==> config.mk <==
export PLATFORM = sky130hd
export DESIGN_NAME = nic_reg_window
export DESIGN_NICKNAME = d
export VERILOG_FILES = /design/src/rtl/nic_reg_window.sv
export SDC_FILE = /design/constraint.sdc
export NUM_CORES = 1
export LEC_CHECK = 0
export BUFFER_PORTS_ARGS = -buffer_cell sky130_fd_sc_hd__buf_2
export CAP_MARGIN = 20
export CELL_PAD_IN_SITES_DETAIL_PLACEMENT = 1
export CELL_PAD_IN_SITES_GLOBAL_PLACEMENT = 2
export CORE_ASPECT_RATIO = 1.5
export CORE_MARGIN = 4
export CORE_UTILIZATION = 34
export DETAILED_ROUTE_END_ITERATION = 12
export PLACE_DENSITY_LB_ADDON = 0.08
export SYNTH_ARGS = -nofsm -noshare
export SYNTH_HDL_FRONTEND = slang
export SYNTH_SLANG_ARGS = --single-unit
==> constraint.sdc <==
create_clock -name clk -period 3.35 [get_ports clk]
set_clock_uncertainty 0.1 [all_clocks]
set_input_delay 0.1675 -clock clk [delete_from_list [all_inputs] [get_ports clk]]
set_output_delay 0.1675 -clock clk [all_outputs]
set_load 0.03 [all_outputs]
==> src/rtl/nic_reg_window.sv <==
module nic_reg_window #(
  parameter int PAGES = 4,
  parameter int PAGE_BYTES = 2048,
  parameter logic [7:0] REVISION = 8'h91,
  localparam int PAGE_W = (PAGES > 1) ? $clog2(PAGES) : 1,
  localparam int OFS_W = $clog2(PAGE_BYTES)
) (
  input  logic              clk,
  input  logic              rst_n,
  input  logic              req_valid,
  input  logic              req_write,
  input  logic [1:0]        req_size,
  input  logic [3:0]        req_addr,
  input  logic [31:0]       req_wdata,
  output logic              req_ready,
  output logic              rsp_valid,
  output logic [31:0]       rsp_rdata,
  output logic              ram_en,
  output logic              ram_we,
  output logic [PAGE_W-1:0] ram_page,
  output logic [OFS_W-1:0]  ram_offset,
  output logic [7:0]        ram_wdata,
  input  logic [7:0]        ram_rdata,
  input  logic [PAGE_W-1:0] rx_head_page,
  input  logic [PAGE_W-1:0] pkt_num,
  output logic              soft_rst,
  output logic [15:0]       tx_ctrl,
  output logic [15:0]       rx_ctrl,
  output logic [15:0]       cfg_word,
  output logic [15:0]       ctl_word,
  output logic [15:0]       gp_word,
  output logic [4:0]        erx_level
);

  localparam logic [15:0] CFG_INIT = 16'hA0B1;
  localparam logic [15:0] CTL_INIT = 16'h1210;
  localparam logic [4:0]  ERX_INIT = 5'h1F;

  logic        busy, wr;
  logic [3:0]  cur_a;
  logic [1:0]  idx, last;
  logic [31:0] wdat, rd_acc;
  logic [1:0]  bank;
  logic [15:0] ptr;
  logic [7:0]  wb, rbyte;
  logic        is_data, soft_hit;

  assign req_ready  = !busy;
  assign rsp_rdata  = rd_acc;
  assign wb         = wdat[{idx, 3'b000} +: 8];
  assign is_data    = (bank == 2'd2) && (cur_a[3:2] == 2'b10);
  assign ram_en     = busy && is_data;
  assign ram_we     = ram_en && wr;
  assign ram_wdata  = wb;
  assign ram_page   = ptr[15] ? rx_head_page : pkt_num;
  assign ram_offset = ptr[14] ? ptr[OFS_W-1:0] : ptr[OFS_W-1:0] + OFS_W'(cur_a[1:0]);
  assign soft_hit   = busy && wr && (bank == 2'd0) && (cur_a == 4'd5) && wb[7];

  always_comb begin
    rbyte = 8'h00;
    if (cur_a == 4'd14) rbyte = {6'b0, bank};
    else if (cur_a == 4'd15) rbyte = 8'h33;
    else begin
      case (bank)
        2'd0: case (cur_a)
          4'd0: rbyte = tx_ctrl[7:0];
          4'd1: rbyte = tx_ctrl[15:8];
          4'd4: rbyte = rx_ctrl[7:0];
          4'd5: rbyte = rx_ctrl[15:8];
          4'd8: rbyte = 8'(PAGES);
          default: rbyte = 8'h00;
        endcase
        2'd1: case (cur_a)
          4'd0:  rbyte = cfg_word[7:0];
          4'd1:  rbyte = cfg_word[15:8];
          4'd10: rbyte = gp_word[7:0];
          4'd11: rbyte = gp_word[15:8];
          4'd12: rbyte = ctl_word[7:0];
          4'd13: rbyte = ctl_word[15:8];
          default: rbyte = 8'h00;
        endcase
        2'd2: begin
          if (cur_a == 4'd6) rbyte = ptr[7:0];
          else if (cur_a == 4'd7) rbyte = ptr[15:8] & 8'hF7;
          else if (is_data) rbyte = ram_rdata;
        end
        default: begin
          if (cur_a == 4'd10) rbyte = REVISION;
          else if (cur_a == 4'd12) rbyte = {3'b0, erx_level};
        end
      endcase
    end
  end

  always_ff @(posedge clk or negedge rst_n) begin
    if (!rst_n) begin
      busy <= 1'b0; wr <= 1'b0; cur_a <= '0; idx <= '0; last <= '0;
      wdat <= '0; rd_acc <= '0; rsp_valid <= 1'b0;
    end else begin
      rsp_valid <= 1'b0;
      if (!busy && req_valid) begin
        busy   <= 1'b1;
        wr     <= req_write;
        wdat   <= req_wdata;
        rd_acc <= '0;
        if (req_write && req_size[1] && req_addr == 4'hC) begin
          cur_a <= 4'hE; idx <= 2'd2; last <= 2'd3;
        end else begin
          cur_a <= req_addr; idx <= 2'd0;
          last  <= req_size[1] ? 2'd3 : {1'b0, req_size[0]};
        end
      end else if (busy) begin
        if (!wr) rd_acc[{idx, 3'b000} +: 8] <= rbyte;
        if (idx == last) begin
          busy      <= 1'b0;
          rsp_valid <= 1'b1;
        end else begin
          idx   <= idx + 2'd1;
          cur_a <= cur_a + 4'd1;
        end
      end
    end
  end

  always_ff @(posedge clk or negedge rst_n) begin
    if (!rst_n) begin
      bank <= '0; tx_ctrl <= '0; rx_ctrl <= '0; cfg_word <= CFG_INIT;
      ctl_word <= CTL_INIT; gp_word <= '0; ptr <= '0; erx_level <= ERX_INIT;
      soft_rst <= 1'b0;
    end else if (soft_hit) begin
      bank <= '0; tx_ctrl <= '0; rx_ctrl <= '0; cfg_word <= CFG_INIT;
      ctl_word <= CTL_INIT; gp_word <= '0; ptr <= '0; erx_level <= ERX_INIT;
      soft_rst <= 1'b1;
    end else begin
      soft_rst <= 1'b0;
      if (ram_en && ptr[14]) ptr[OFS_W-1:0] <= ptr[OFS_W-1:0] + 1'b1;
      if (busy && wr) begin
        if (cur_a == 4'd14) bank <= wb[1:0];
        else if (cur_a != 4'd15) begin
          case (bank)
            2'd0: case (cur_a)
              4'd0: tx_ctrl[7:0]  <= wb;
              4'd1: tx_ctrl[15:8] <= wb;
              4'd4: rx_ctrl[7:0]  <= wb;
              4'd5: rx_ctrl[15:8] <= wb;
              default: ;
            endcase
            2'd1: case (cur_a)
              4'd0:  cfg_word[7:0]  <= wb;
              4'd1:  cfg_word[15:8] <= wb;
              4'd10: gp_word[7:0]   <= wb;
              4'd11: gp_word[15:8]  <= wb;
              4'd12: ctl_word[7:0]  <= {wb[7:2], 2'b00};
              4'd13: ctl_word[15:8] <= wb;
              default: ;
            endcase
            2'd2: begin
              if (cur_a == 4'd6) ptr[7:0] <= wb;
              else if (cur_a == 4'd7) ptr[15:8] <= wb;
            end
            default: if (cur_a == 4'd12) erx_level <= wb[4:0];
          endcase
        end
      end
    end
  end

  p_ptr_step_r4: assert property (@(posedge clk) disable iff (!rst_n)
    (ram_en && ptr[14]) |=> (ptr == {$past(ptr[15:11]), $past(ptr[10:0]) + 11'd1}));

  p_ptr_hold_r5: assert property (@(posedge clk) disable iff (!rst_n)
    (ram_en && !ptr[14]) |=> $stable(ptr));

  p_soft_defaults_r7: assert property (@(posedge clk) disable iff (!rst_n)
    soft_rst |-> (cfg_word == CFG_INIT && ctl_word == CTL_INIT && ptr == 16'h0 && bank == 2'd0 && rx_ctrl == 16'h0));

  p_ctl_low_r8: assert property (@(posedge clk) disable iff (!rst_n)
    ctl_word[1:0] == 2'b00);

  p_rsp_pulse_r12: assert property (@(posedge clk) disable iff (!rst_n)
    rsp_valid |-> (!busy && !$past(rsp_valid)));

  p_ram_busy_r12: assert property (@(posedge clk) disable iff (!rst_n)
    ram_en |-> !req_ready);

endmodule

==> results.toml, run 1 <==
[floorplanning]
die_w_um = 142
die_h_um = 208
io_pins = 197
start_util_pct = 34.4
die_area_sq_um = 29500
fp.coreArea_sq_um = 26500
num_rows = 73

[job]
cap_violations = 0

[setup_path]
critPathSlowestCell = "a221oi_1"
critPathRequiredTime_ps = 3530
path_max_fanout = 17
crit_start = "cur_a[0]"
r2r_cells = 8
worstReg2RegStart = "cur_a[0]"
path_class = "flip-flop to flip-flop"
crit_path_start_kind = "flip-flop"
critPathArrivalTime_ps = 3210
endpoint_kind = "flip-flop"
critical_path.max_stage_delay_ps = 700
cp_cell_sequence = "inv_1 -> ha_1 -> buf_4 -> a22oi_1 -> o22ai_1 -> a31o_2 -> a221oi_1 -> o21ai_0"

[placement]
port_buffers = 194
post_dp_cell_area_sq_um = 10500
gp_congestion = 0.911
place_worst_setup_slack_ps = 364
dp_hpwl_um = 25800

[sta]
slew_violations = 0
finalWorstSetupSlack_ps = 318
period_share_pct = 90.5
fin_setup_tns_ps = 0
tightest_slew_ps = 976
fin_crit_ps = 3030
setup_violations = 0
rsz0062_at_grt = "false"
hold_violations = 0
fmax_ghz = 0.330
timing.slew.headroom_pct = 34.9

[logic_synthesis]
synth_top_area_share_pct = 44.5
avgSynthCellArea_sq_um = 10.3
synth_area_leaders = "dfrtp_1, mux2_2, nand2_1"
yosysSeqAreaShare_pct = 48.5
ys_ff_latch = 176
synth-main-ff-cell = "dfrtp_1"
ys.warnings.count = 0
synth_area_leader_cell = "dfrtp_1"
synth_edf_count = 0
synthCells = 881
ys_types = 73
synthArstFlopShare_pct = 100
synth_area_sq_um = 9110

[power_and_ir_drop]
pwr_density_cell_nw_per_um2 = 968
p_leak_nw = 5.68
peakVddDrop_uv = 464
p_total_mw = 11.1

[global_route]
grt_max_degree = 87
grt_pass1_wl_um = 51600
grt_pass1_vias = 8213
overflow = 0
track_usage_pct = 22.9
antenna_found_initial = 0

[clock_tree]
cts_buffer_depth = 2
cts_setup_buffers = 0
clock-sinks = 176
root_buffer = "clkbuf_16"
clock_latency_ps = 440
ctsHtreeMaxLevel = 4
numCtsBuffers = 17
cts_tree = "done"
clk_pin_slew_worst_paths_ps = 70

[detailed_routing]
num_vias = 7754
drc_errors = 0
drtAntennaViolNets = 0
firstDrtPassIters = 6
vias_per_cell = 5.31
routed_wl_um = 34100
wire_per_inst_um = 23.3
drt-initial-drc-count = 483

[layout]
antennaDiodeCount = 0
area_growth_pct = 26.5
final_layout_size_suffix_gt1_share_pct = 33.5
fin_nets = 1177
fill_cells = 3024
final_area_sq_um = 11500

[min_path]
holdPathStages = 4
worstHoldPathType = "input pin to flip-flop"
hold_path_startpoint = "req_valid"

[outcome]
status = "finished clean"
-- cells in the final DEF (no fill, tap or decap), drive strengths merged, types with 13 or more instances in the layout --
| cell | instances |
|---|---|
| a21oi | 38 |
| a22o | 19 |
| a22oi | 30 |
| buf | 234 |
| clkbuf | 21 |
| dfrtp | 162 |
| dfstp | 14 |
| dlygate4sd3 | 40 |
| inv | 15 |
| mux2 | 73 |
| mux2i | 20 |
| nand2 | 151 |
| nand3 | 24 |
| nor2 | 47 |
| nor3 | 13 |
| o21ai | 35 |
| xnor2 | 14 |
-- final timing paths --
kind / endpoint / slack, ps
min in group asynchronous: rsp_rdata[5] / 240
worst max register to register: rsp_rdata[24] / 320
worst min register to register: wdat[27] / 380
max in group asynchronous: ptr[2] / 1980
worst min-delay path: wr / 60
worst max-delay path: rsp_rdata[24] / 320
-- power breakdown --
group | switching, mW | total [mW] | internal (mW)
Combinational | 3.84 | 5.62 | 1.78
Clock | 0.876 | 2.02 | 1.15
Sequential | 0.704 | 3.51 | 2.80
-- critical path: cells and delay by family, from the launching register on --
kind / cells / cell delay, ps
flops: 1 / 410
fa+ha+maj: 1 / 460
compound gates: 5 / 1470
buf+inv: 2 / 420
-- flip-flops by register name (all words and copies together) (netlist names) --
register   cells
bank           2
busy           1
cfg_word      16
ctl_word      14
cur_a          4
erx_level      5
gp_word       16
idx            2
last           2
ptr           15
rsp_rdata     32
rsp_valid      1
rx_ctrl       16
soft_rst       1
tx_ctrl       16
wdat          32
wr             1
-- Yosys cell counts, types with 5 or more instances --
| master | n |
|---|---|
| a22oi_1 | 30 |
| nand2b_1 | 5 |
| xor2_1 | 9 |
| clkbuf_1 | 27 |
| and3_1 | 11 |
| buf_2 | 20 |
| a21oi_1 | 33 |
| and2_0 | 6 |
| nand4_1 | 6 |
| dfrtp_1 | 162 |
| a211oi_1 | 7 |
| inv_1 | 13 |
| nand3b_1 | 5 |
| o31ai_1 | 5 |
| ha_1 | 11 |
| a21o_1 | 6 |
| nand2_1 | 150 |
| mux2_2 | 73 |
| mux2i_1 | 20 |
| nor3_1 | 12 |
| a21oi_2 | 5 |
| a221oi_1 | 7 |
| mux4_2 | 8 |
| o21ai_0 | 33 |
| nor2_1 | 47 |
| buf_4 | 5 |
| dfstp_2 | 14 |
| nor2b_1 | 11 |
| xnor2_1 | 14 |
| a22o_1 | 19 |
| nand3_1 | 23 |
| o22ai_1 | 10 |
| buf_1 | 6 |
| a31oi_1 | 5 |
-- logic make-up (layout without fill, tap and decap cells) --
| kind of cell | after synthesis | in the layout | synth area share (%) |
|---|---|---|---|
| buffers and inverters | 78 | 320 | 4.07 |
| AOI/OAI and AO/OA | 190 | 190 | 14.7 |
| DFF | 176 | 176 | 48.5 |
| adders and majority gates | 12 | 12 | 1.73 |
| and+or+nand+nor | 300 | 300 | 15.5 |
| xor gates and xnor gates | 23 | 23 | 2.21 |
| muxes | 101 | 101 | 13.2 |
| other | 1 | 2 | 0.0412 |
-- stage by stage --
stage	utilization, %	hold WS [ps]	instances
detailed placement	39.7	178	1389
CTS	43.5	40.5	1461
floorplan	-	-228	882
global route	43.5	73.2	1461
global placement	39.7	179	1389
finish	43.5	60.5	1461
-- metal layers --
| layer | GRT usage [%] | routed length, um | up-vias |
|---|---|---|---|
| met3 | 3.82 | 1310 | 47 |
| li1 | - | - | 3608 |
| met4 | 8.81 | 1200 | 0 |
| met1 | 28.0 | 13900 | 3899 |
| met2 | 40.0 | 17600 | 200 |
| met5 | 0 | 0 | - |
-- cell type report --
| class | instances | area [sq um] | share of cell area, % |
|---|---|---|---|
| Clock buffer | 21 | 460 | 4.00 |
| Clock inverter | 11 | 131 | 1.14 |
| Inverter | 14 | 53.8 | 0.467 |
| Multi-Input combinational cell | 628 | 4330 | 37.6 |
| Sequential cell | 176 | 4420 | 38.4 |
| Tap cell | 337 | 422 | 3.66 |
| Timing Repair Buffer | 274 | 1700 | 14.8 |
-- timing repair --
action / CTS / global route
gates resized for setup: 0 / 0
hold buffers: 40 / 0
endpoints found under the hold margin: 114 / 0
(Power assumes the default switching activity.)
==> inputs of run 2 (changes only) <==
--- a/config.mk
+++ b/config.mk
@@ -5,13 +5,13 @@
 export SDC_FILE = /design/constraint.sdc
 export NUM_CORES = 1
 export LEC_CHECK = 0
+export ABC_CLOCK_PERIOD_IN_PS = 3900
 export BUFFER_PORTS_ARGS = -buffer_cell sky130_fd_sc_hd__buf_2
 export CAP_MARGIN = 20
 export CELL_PAD_IN_SITES_DETAIL_PLACEMENT = 1
 export CELL_PAD_IN_SITES_GLOBAL_PLACEMENT = 2
-export CORE_ASPECT_RATIO = 1.5
 export CORE_MARGIN = 4
-export CORE_UTILIZATION = 34
+export CORE_UTILIZATION = 37
 export DETAILED_ROUTE_END_ITERATION = 12
 export PLACE_DENSITY_LB_ADDON = 0.08
 export SYNTH_ARGS = -nofsm -noshare
==> constraint.sdc (replaced) <==
create_clock -name clk -period 3.9 [get_ports clk]
set_clock_uncertainty 0.1 [all_clocks]
set_input_delay 0.195 -clock clk [delete_from_list [all_inputs] [get_ports clk]]
set_output_delay 0.195 -clock clk [all_outputs]
set_load 0.03 [all_outputs]
==> run 2 against run 1 <==
Net effect: routed wire length shrank 4.7%; combinational power down 16%; clock power fell by 17%; critical path depth is the same; final cell count decreased by 2.1%; worst hold slack lost 37 ps; sequential share of layout area is 0.64 points higher; count of clock-buffer cells in the layout down 4; sequential power fell by 14%; via count up 0.48%; die area fell by 7.9%.
==> results.toml, run 2 (same netlist as run 1, synthesis figures left out) <==
[power_and_ir_drop]
pwr_density_cell_nw_per_um2 = 831
power_frac_seq_pct = 32.0
pwr-share-comb_pct = 50.2
swShare_pct = 50.0
internal-power_mw = 4.71
power.share.clock_pct = 17.9
net-switching-power_mw = 4.70
p_leak_nw = 5.58
peakVddDrop_uv = 473

[clock_tree]
ctsHtreeMaxLevel = 4
root_buffer = "clkbuf_16"
cts_tree = "done"
clock_latency_ps = 430
clk_pin_slew_worst_paths_ps = 80
ctsResizeCount = 0
numCtsBuffers = 17
cts_hold_buf = 39
cts_setup_buffers = 0
clock-sinks = 176
cts_buffer_depth = 2

[sta]
hold_violations = 0
slew_violations = 0
setup_violations = 0
fin_setup_tns_ps = 0
rsz0062_at_grt = "false"
fin_crit_ps = 3040
timing.slew.headroom_pct = 31.6
fmax_ghz = 0.329
period_share_pct = 78.0
tightest_slew_ps = 1030

[global_route]
grt_pass1_vias = 7970
track_usage_pct = 24.1
grt_max_degree = 103
antenna_found_initial = 1
grt_pass1_wl_um = 49400
overflow = 0

[floorplanning]
io_pins = 197
fp.coreArea_sq_um = 24200
start_util_pct = 37.6
die_area_sq_um = 27200
die_w_um = 165
die_h_um = 165
num_rows = 57

[layout]
final_area_sq_um = 11300
area_growth_pct = 24.4
layout_common_cells = "buf_2, dfrtp_1, nand2_1, mux2_2, nor2_1"
mostFrequentLayoutCell = "buf_2"
final_layout_size_suffix_gt1_share_pct = 32.7
final_core_util_pct = 46.7
antennaDiodeCount = 0
fin_nets = 1159
instances_no_fill = 1430

[setup_path]
cp_cell_sequence = "inv_1 -> ha_1 -> buf_4 -> nand2b_1 -> nor4_4 -> nand2_4 -> and2_0 -> mux2_2"
path_class = "flip-flop to flip-flop"
crit_path_start_kind = "flip-flop"
critical_path.top_delay_family = "simple AND/OR/NAND/NOR gates"
path_max_fanout = 23
worst-path-buf-inv = 2
critPathRequiredTime_ps = 4110
critPathArrivalTime_ps = 3250
endpoint_kind = "flip-flop"
critPathSlowestCell = "and2_0"
critical_path.max_stage_delay_ps = 460

[detailed_routing]
num_vias = 7791
top_layer = "met5"
drtAntennaViolNets = 0
wl_met2_um = 15400
wire_per_inst_um = 22.7
firstDrtPassIters = 5
met1_length_um = 15100
drt-initial-drc-count = 459
drc_errors = 0
routed_wl_um = 32500
wl_met3_um = 1350
vias_per_cell = 5.45

[placement]
gp_congestion = 0.837
port_buffers = 194
post_dp_cell_area_sq_um = 10400
dp_hpwl_um = 23500
place_inst = 1359

[min_path]
worstHoldPathType = "input pin to flip-flop"

[outcome]
status = "finished clean"

[job]
cap_violations = 0
==> run 2: worst reg2reg max path: stages, from the launching register on <==
cell and delay [ps]:
dfrtp_1 410, inv_1 180, ha_1 230, buf_4 310, nand2b_1 300, nor4_4 360
nand2_4 170, and2_0 460, mux2_2 400
==> run 2: worst paths after layout <==
| path | from | end | slack (ps) | cells past startpoint |
|---|---|---|---|---|
| worst min register to register | wdat[28] | wdat[28] | 380 | 2 |
| worst max-delay path | cur_a[1] | cfg_word[2] | 860 | 8 |
| worst min-delay path | req_addr[1] | idx[1] | 20 | 4 |
| max in group asynchronous | rst_n | ctl_word[3] | 2340 | 3 |
| min in group asynchronous | rst_n | tx_ctrl[7] | 360 | 2 |
| worst max register to register | cur_a[1] | cfg_word[2] | 860 | 8 |
==> run 2: final cells by class <==
cell class	instances	area (sq um)
clock buffers	17	425
clock inverters	15	145
fillers	2763	12900
inverters	14	53.8
multi-input cells	628	4330
flip-flops and latches	176	4420
well taps	324	405
repair buffers	256	1550
==> run 2: stage by stage <==
step | power [mW] | hold slack (ps) | worst slack, ps
CTS | 9.47 | 1.40 | 880
detailed placement | 7.74 | 290 | 881
finish | 9.42 | 23.6 | 859
global placement | 7.69 | 289 | 963
floorplan | 5.98 | -201 | 1430
global route | 9.97 | 20.0 | 660
==> run 2: power by group through the flow <==
stage	Sequential (mW)	Clock, mW	Combinational, mW
final	3.01	1.68	4.72
after detailed placement	3.05	0	4.69
after global placement	3.03	0	4.66
after floorplan	3.32	0	2.66
after CTS	3.01	1.72	4.74
after global routing	3.10	1.80	5.07
==> run 2: routing by layer <==
| layer | GRT usage (%) | vias up |
|---|---|---|
| met5 | 0 | - |
| met4 | 6.12 | 2 |
| met3 | 3.37 | 39 |
| met2 | 38.9 | 213 |
| met1 | 34.2 | 3965 |
| li1 | - | 3572 |
